--- src/rtl/fcd_pkg.sv ---
package fcd_pkg;

   typedef enum logic [1:0] {
      SHAPE_INT   = 2'd0,
      SHAPE_ORD1  = 2'd1,
      SHAPE_RSV2  = 2'd2,
      SHAPE_RSV3  = 2'd3
   } shape_e;

   // Any non-zero order runs the first-order accumulator.
   function automatic logic shape_dithers(input shape_e mode);
      return mode != SHAPE_INT;
   endfunction

endpackage

--- src/rtl/fcd_divreg.sv ---
module fcd_divreg
   import fcd_pkg::*;
#(
   parameter int INT_W   = 12,
   parameter int FRAC_W  = 12,
   parameter int MIN_DIV = 2,
   parameter bit FRAC_EN = 1'b1
) (
   input  logic                    clk,
   input  logic                    rst_n,
   input  logic                    wr,
   input  logic [INT_W+FRAC_W-1:0] wdata,
   input  logic [1:0]              order,
   output logic [INT_W-1:0]        divi_eff,
   output logic [FRAC_W-1:0]       divf_eff
);

   localparam int WORD_W = INT_W + FRAC_W;

   generate
      if (MIN_DIV < 2 || MIN_DIV >= (1 << INT_W)) begin : g_bad_min
         $error("fcd_divreg: MIN_DIV out of range");
      end
   endgenerate

   logic [INT_W-1:0]  int_q;
   logic [FRAC_W-1:0] frac_q;
   shape_e            mode;

   always_ff @(posedge clk or negedge rst_n) begin
      if (!rst_n) begin
         int_q  <= '0;
         frac_q <= '0;
      end else if (wr) begin
         int_q  <= wdata[WORD_W-1:FRAC_W];
         frac_q <= wdata[FRAC_W-1:0];
      end
   end

   assign mode     = shape_e'(order);
   assign divi_eff = (int_q < INT_W'(MIN_DIV)) ? INT_W'(MIN_DIV) : int_q;

   generate
      if (FRAC_EN) begin : g_frac
         assign divf_eff = shape_dithers(mode) ? frac_q : '0;
      end else begin : g_int_only
         assign divf_eff = '0;
      end
   endgenerate

   // the write lands in the right fields
   a_r1_capture : assert property (@(posedge clk) disable iff (!rst_n)
      wr |=> (int_q == $past(wdata[WORD_W-1:FRAC_W])) &&
             (frac_q == $past(wdata[FRAC_W-1:0])));

   // divisor never below the floor seen by the counter
   a_r7_min_div : assert property (@(posedge clk) disable iff (!rst_n)
      divi_eff >= INT_W'(MIN_DIV));

endmodule

--- src/rtl/fcd_sigma.sv ---
module fcd_sigma #(
   parameter int FRAC_W = 12
) (
   input  logic              clk,
   input  logic              rst_n,
   input  logic              clear,
   input  logic              step,
   input  logic [FRAC_W-1:0] addend,
   output logic              carry_q
);

   generate
      if (FRAC_W < 1) begin : g_bad_w
         $error("fcd_sigma: FRAC_W must be positive");
      end
   endgenerate

   logic [FRAC_W-1:0] acc;
   logic [FRAC_W:0]   sum;

   assign sum = {1'b0, acc} + {1'b0, addend};

   always_ff @(posedge clk or negedge rst_n) begin
      if (!rst_n) begin
         acc     <= '0;
         carry_q <= 1'b0;
      end else if (clear) begin
         acc     <= '0;
         carry_q <= 1'b0;
      end else if (step) begin
         acc     <= sum[FRAC_W-1:0];
         carry_q <= sum[FRAC_W];
      end
   end

   // a zero addend can never ask for a long period
   a_r4_no_carry_zero : assert property (@(posedge clk) disable iff (!rst_n)
      (step && !clear && addend == '0) |=> !carry_q);

   // a cleared accumulator starts with a short period
   a_r8_clear_short : assert property (@(posedge clk) disable iff (!rst_n)
      clear |=> !carry_q);

endmodule

--- src/rtl/fcd_period.sv ---
module fcd_period #(
   parameter int LEN_W = 13
) (
   input  logic             clk,
   input  logic             rst_n,
   input  logic             clear,
   input  logic [LEN_W-1:0] len,
   output logic             wrap,
   output logic             clk_out
);

   generate
      if (LEN_W < 2) begin : g_bad_w
         $error("fcd_period: LEN_W must be at least 2");
      end
   endgenerate

   logic [LEN_W-1:0] cnt;
   logic [LEN_W-1:0] hi_len;
   logic [LEN_W-1:0] last;

   assign hi_len = len >> 1;
   assign last   = len - LEN_W'(1);
   assign wrap   = (cnt >= last);

   always_ff @(posedge clk or negedge rst_n) begin
      if (!rst_n) begin
         cnt     <= '0;
         clk_out <= 1'b0;
      end else if (clear) begin
         cnt     <= '0;
         clk_out <= 1'b0;
      end else begin
         clk_out <= (cnt < hi_len);
         cnt     <= wrap ? '0 : cnt + LEN_W'(1);
      end
   end

   // high phase opens each period
   a_r6_rise_at_start : assert property (@(posedge clk) disable iff (!rst_n)
      (!clear && cnt == '0) |=> clk_out);

   // low phase closes each period
   a_r6_low_at_end : assert property (@(posedge clk) disable iff (!rst_n)
      (!clear && wrap) |=> !clk_out);

   // stopped divider rests low
   a_r10_clear_low : assert property (@(posedge clk) disable iff (!rst_n)
      clear |=> !clk_out);

   // the count never runs past the chosen length
   a_r2_cnt_bound : assert property (@(posedge clk) disable iff (!rst_n)
      cnt < len);

endmodule

--- src/rtl/frac_clk_div.sv ---
module frac_clk_div #(
   parameter int INT_W   = 12,
   parameter int FRAC_W  = 12,
   parameter int MIN_DIV = 2,
   parameter bit FRAC_EN = 1'b1
) (
   input  logic                    clk_src,
   input  logic                    rst_n,
   input  logic                    enable,
   input  logic                    div_we,
   input  logic [INT_W+FRAC_W-1:0] div_wdata,
   input  logic [1:0]              shaping_order,
   output logic                    clk_out
);

   localparam int LEN_W = INT_W + 1;

   generate
      if (INT_W < 2 || FRAC_W < 1) begin : g_bad_param
         $error("frac_clk_div: field widths too small");
      end
   endgenerate

   logic [INT_W-1:0]  divi_eff;
   logic [FRAC_W-1:0] divf_eff;
   logic              restart;
   logic              carry;
   logic              wrap;
   logic [LEN_W-1:0]  len;

   assign restart = !enable || div_we;
   assign len     = {1'b0, divi_eff} + {{(LEN_W-1){1'b0}}, carry};

   fcd_divreg #(
      .INT_W   (INT_W),
      .FRAC_W  (FRAC_W),
      .MIN_DIV (MIN_DIV),
      .FRAC_EN (FRAC_EN)
   ) u_divreg (
      .clk      (clk_src),
      .rst_n    (rst_n),
      .wr       (div_we),
      .wdata    (div_wdata),
      .order    (shaping_order),
      .divi_eff (divi_eff),
      .divf_eff (divf_eff)
   );

   fcd_sigma #(
      .FRAC_W (FRAC_W)
   ) u_sigma (
      .clk     (clk_src),
      .rst_n   (rst_n),
      .clear   (restart),
      .step    (wrap),
      .addend  (divf_eff),
      .carry_q (carry)
   );

   fcd_period #(
      .LEN_W (LEN_W)
   ) u_period (
      .clk     (clk_src),
      .rst_n   (rst_n),
      .clear   (restart),
      .len     (len),
      .wrap    (wrap),
      .clk_out (clk_out)
   );

   // disabled divider keeps its output low
   a_r8_idle_low : assert property (@(posedge clk_src) disable iff (!rst_n)
      !enable |=> !clk_out);

endmodule

--- config.mk ---
export PLATFORM = sky130hd
export DESIGN_NAME = frac_clk_div
export DESIGN_NICKNAME = d
export VERILOG_FILES = /design/src/rtl/fcd_pkg.sv /design/src/rtl/fcd_divreg.sv /design/src/rtl/fcd_sigma.sv /design/src/rtl/fcd_period.sv /design/src/rtl/frac_clk_div.sv
export SDC_FILE = /design/constraint.sdc
export NUM_CORES = 1
export LEC_CHECK = 0
export ABC_AREA = 1
export CAP_MARGIN = 25
export CORE_AREA = 2 2 96 98
export CTS_CLUSTER_DIAMETER = 80
export DETAILED_ROUTE_END_ITERATION = 12
export DIE_AREA = 0 0 98 100
export HOLD_SLACK_MARGIN = 0.12
export PLACE_DENSITY = 0.68
export SYNTH_ARGS = -nofsm -noshare
export SYNTH_HDL_FRONTEND = slang
export SYNTH_SLANG_ARGS = --single-unit
--- constraint.sdc ---
create_clock -name clk_src -period 4.65 [get_ports clk_src]
set_input_delay 1.1625 -clock clk_src [delete_from_list [all_inputs] [get_ports clk_src]]
set_output_delay 1.1625 -clock clk_src [all_outputs]
set_load 0.05 [all_outputs]
* Yosys cells after proc, flatten, opt, wreduce, memory -nomap -nowiden
Cells that the tools add are included.
** Storage, ports and cells
- Register bits after elaboration :: 51
- Logic and storage cells :: 26
- Output and inout port bits :: 1
** Operators by class
- Multiplexer cells :: 9
- Add/subtract/negate cells :: 4
- Reductions and logical operators :: 4
- Magnitude comparators :: 3
** Operators with widths (count)
- $mux 12 :: 4
- $mux 13 :: 2
- $add 12x1->13 :: 1
- $add 12x12->13 :: 1
- $add 13x1->13 const B :: 1
- $ge 13x13->1 :: 1
- $lt 13x12->1 :: 1
- $sub 13x1->13 const B :: 1
- $lt 12x2->1 const B :: 1
- $reduce_bool 2->1 :: 2
- $mux 1 :: 3
- $logic_not 1->1 :: 1
- $logic_or 1x1->1 :: 1

* Longest topological paths before layout
- Word-level depth :: 7
- Depth in mapped cells :: 26
- Depth with buffers taken out :: 25

* By module
Synthesis repeated with hierarchy kept, for this count alone.
** Second synthesis, totals
- Cell total of the unflattened synthesis :: 557
- Area total of the unflattened synthesis :: 4028.9 um2
** By module, submodules not included
- fcd_period :: area an instance 1546.5 um2, cells each 210, times used 1
- fcd_sigma :: area an instance 1126.1 um2, cells each 171, times used 1
- fcd_divreg :: area an instance 1083.5 um2, cells each 125, times used 1
- frac_clk_div :: area an instance 272.8 um2, cells each 51, times used 1

* Worst setup path after synthesis
Ideal clock, no wire load.
- Kind :: reg-to-reg
- Start :: register u_divreg.int_q[5]
- End :: register u_sigma.acc[10]
- Buffers on the path :: 1
- Required time :: 4.567 ns
- Setup time :: 0.083 ns
- Slack :: 0.982 ns
- Arrival time :: 3.585 ns
- Clock period less this slack :: 3.668 ns
- Cell stages (with the launch flop) :: 25
- Cell sequence :: dfrtp_1 inv_1 nand4_1 nor2_1 a21oi_1 ha_1 ha_1 nand2_2 nor2_4 nand3_2 xor2_1 nand2_2 nor2_4 nand2_4 o21ai_1 nand2_1 ha_1 a21oi_1 o21ai_0 a21oi_1 nand3_1 nor2_2 buf_2 nand2_1 o21ai_0
** Between the ends
- Longest elaborated chain between the ends :: 6
** RTL lines
- start: declaration :: line fcd_divreg.sv:26 : logic [INT_W-1:0] int_q;
- start signal: assignment :: line fcd_divreg.sv:35 : int_q <= wdata[WORD_W-1:FRAC_W];
- $lt 12x2->1 :: line fcd_divreg.sv:41 : assign divi_eff = (int_q < INT_W'(MIN_DIV)) ? INT_W'(MIN_DIV) : int_q;
- $mux 12 * :: line fcd_divreg.sv:41
- $add 12x1->13 * :: line frac_clk_div.sv:32 : assign len = {1'b0, divi_eff} + {{(LEN_W-1){1'b0}}, carry};
- $sub 13x1->13 * :: line fcd_period.sv:23 : assign last = len - LEN_W'(1);
- $ge 13x13->1 * :: line fcd_period.sv:24 : assign wrap = (cnt >= last);
- $reduce_bool 2->1 (no source line) *
- end signal: assignment :: line fcd_sigma.sv:31 : acc <= sum[FRAC_W-1:0];
- end: declaration :: line fcd_sigma.sv:18 : logic [FRAC_W-1:0] acc;
Mark *: on every way between the ends. The rest lies on a longest branch, timed or not.
A chain may end at the register's enable or synchronous reset.

* Worst setup path in the final report
- Start :: register u_divreg.int_q[9]
- End :: register u_period.cnt[11]
** Between the ends
- Longest elaborated chain between the ends :: 7
** RTL lines
- $lt 12x2->1 :: line fcd_divreg.sv:41
- $mux 12 * :: line fcd_divreg.sv:41
- $add 12x1->13 * :: line frac_clk_div.sv:32
- $sub 13x1->13 * :: line fcd_period.sv:23
- $ge 13x13->1 * :: line fcd_period.sv:24
- $mux 13 * :: line fcd_period.sv:35 : cnt <= wrap ? '0 : cnt + LEN_W'(1);
- $mux 13 * :: line fcd_period.sv:30 : end else if (clear) begin
- end signal: assignment :: line fcd_period.sv:35
- end: declaration :: line fcd_period.sv:18 : logic [LEN_W-1:0] cnt;
Marks and branches as above.

==> metrics.cfg <==
[global_route]
grt_pass1_vias = 3370
grt_usage = 0.188
antenna_found_initial = 0
grt_pass1_wl_mm = 15.2
grt_max_degree = 50
overflow = 0

[yosys]
yosysWarnings = 0
postSynthCellCount = 524
avgSynthCellArea_sq_um = 7.31
synthTopCellsByArea = dfrtp_1 (33%), nand2_1 (12%), ha_1 (12%), inv_1 (5.8%), nor2_1 (5.7%)
yosys.area.top_type = dfrtp_1
seq_area_frac_synth = 0.333
synth_nets = 592
ys_seq_elements = 51
yosysUniqueCellTypes = 35
netlist_area_sq_mm = 0.00383
synth_top_area_share = 0.333

[setup_path]
end_kind = register
crit_required_ps = 4880
critPathLaunchType = register
crit_type = register to register
arrival_ps = 4370
crit_fanout = 11

[detailed_routing]
drc = 0
wl_per_cell_um = 13.2
dr.pass1.iters = 5
vias = 3455
ant_nets = 0
drt_iter0_markers = 146
wirelength_mm = 8.83
viasPerCell = 5.16

[floorplanning]
die_w_um = 98
die_height_um = 100
start_util = 0.431
row_count = 35
die_area_sq_mm = 0.00980
ios = 31
core_area_sq_mm = 0.00889

[pwr]
vdd_drop_max_uv = 131
totalPowerFinal_mw = 1.02
p_leak_nw = 2.19
powerDensity_mw_per_mm2 = 232

[job]
drv_cap = 0

[sta]
final-setup-viol-count = 0
fin_skew_ps = 8.12
fin_crit_sh = 0.889
rsz0062_at_grt = no
finalSetupTns_ps = 0
period_minus_slack_ps = 4130
worstMarginPinSlew_ps = 621
finalWorstSetupSlack_ps = 516
max-slew-margin-rel = 0.586
hold_viol = 0
slew_violations = 0
max_freq_ghz = 0.242

[placed_design]
numPortBuffers = 30
place_inst = 661
gp_congestion = 0.868
dpl.hpwl_mm = 6.94
pre_cts_ws_ps = 529

[clock_network]
cts.htree.levels = 2
cts_sinks = 51
cts_tree = yes
post_cts_buffers = 0
ctsLongestPathBuffers = 2
ctsResizeCount = 0
clk_latency_ps = 310
cts_root_buffer = clkbuf_8
cts.clk_slew.worst_paths_ps = 100
hold_buffers = 0
cts_buffers = 5

[layout]
drive_above_1_share = 0.0717
area_growth_pct = 14.4
nets = 625
finalNonFillerCells = 669
antenna_cells = 0
nFillCells = 886

[min_path]
hold_class = register to register

[status]
outcome = finished clean

-- final cells by class --
cell class	instances	area, sq um	area share
clock inverters	3	43.8	0.00999
flip-flops and latches	51	1280	0.291
clock buffers	5	68.8	0.0157
multi-input cells	398	2270	0.518
well taps	111	139	0.0317
inverters	65	244	0.0557
repair buffers	36	340	0.0776
-- sequential cells by signal (all words and copies together) (netlist names) --
signal	cells
u_period.clk_out	1
u_period.cnt	13
u_divreg.frac_q	12
u_sigma.carry_q	1
u_divreg.int_q	12
u_sigma.acc	12
-- cell families after synthesis --
| group | after synthesis | synth area share |
|---|---|---|
| compound gates | 69 | 0.0947 |
| xor+xnor | 22 | 0.0522 |
| fa+ha+maj | 38 | 0.126 |
| buf+inv | 75 | 0.0744 |
| flops | 51 | 0.333 |
| simple gates | 269 | 0.320 |
-- final timing paths --
kind | depth (start not counted) | from | endpoint | slack, ps
max in group asynchronous | 2 | rst_n | u_sigma.acc[11] | 3020
min | 2 | u_sigma.acc[3] | u_sigma.acc[3] | 490
min in group asynchronous | 1 | rst_n | u_divreg.int_q[3] | 860
max reg2reg | 22 | u_divreg.int_q[9] | u_period.cnt[11] | 520
min reg2reg | 2 | u_sigma.acc[3] | u_sigma.acc[3] | 490
max | 22 | u_divreg.int_q[9] | u_period.cnt[11] | 520
-- per-stage QoR --
step           hold WS, ps   util  area [sq um]
4_1_cts                492  0.493          4380
6_report               488  0.493          4380
5_1_grt                518  0.493          4380
3_3_place_gp           462  0.480          4270
3_5_place_dp           465  0.480          4270
2_1_floorplan          448      -          3830
-- layer usage --
metal | track usage | vias up | wire (um)
met5 | 0 | - | 0
li1 | - | 1771 | -
met3 | 0.0244 | 13 | 257
met2 | 0.339 | 58 | 4380
met1 | 0.238 | 1613 | 4030
met4 | 0.0545 | 0 | 161
-- placed cells by master, fill, tap and decap left out, types with 2 or more instances in the layout --
cell type,n
xnor2_1,3
a21oi_1,22
nand2_4,2
o21ai_1,2
o21ai_0,38
clkbuf_8,5
nor3_1,6
clkdlybuf4s50_1,29
o21bai_1,3
xor2_1,18
nor2_1,58
nand4_1,12
ha_1,37
nand3b_1,3
a21o_1,2
nand3_2,3
nand2_2,4
nand2_1,125
nor2_4,3
nand3_1,43
buf_4,6
dfrtp_1,51
nor2_2,4
inv_2,4
clkinv_1,2
inv_1,59
-- power by group --
group	switching [mW]	internal, mW
Clock	0.156	0.160
Combinational	0.135	0.0845
Sequential	0.0179	0.464
Total	0.309	0.709
-- worst max-delay path: stages, from the launching register on --
cell and delay (ps):
dfrtp_1 460, inv_1 140, nand4_1 110, nor2_1 60, a21oi_1 140, ha_1 290, ha_1 270, nand2_2 100
nor2_4 140, nand3_2 110, xor2_1 360, nand2_2 130, nor2_4 160, nand2_4 60, xor2_1 140, ha_1 320
a21oi_1 150, o21ai_0 90, a21oi_1 140, nand3_1 130, nor2_2 150, inv_1 190, nor3b_1 230
-- synth_stat cells (all sizes together) --
| cell | instances |
|---|---|
| nor4 | 1 |
| a21o | 2 |
| ha | 37 |
| nand3b | 3 |
| inv | 63 |
| o21ai | 40 |
| fa | 1 |
| clkinv | 2 |
| o21bai | 3 |
| nor2 | 65 |
| a31oi | 1 |
| nand2 | 131 |
| nand4 | 13 |
| xor2 | 19 |
| o2111ai | 1 |
| or2 | 1 |
| xnor2 | 3 |
| nor3b | 1 |
| dfrtp | 51 |
| a21oi | 22 |
| nand3 | 46 |
| nor3 | 8 |
| buf | 3 |
| clkbuf | 7 |
No activity file was read; power rests on OpenSTA's default activity.
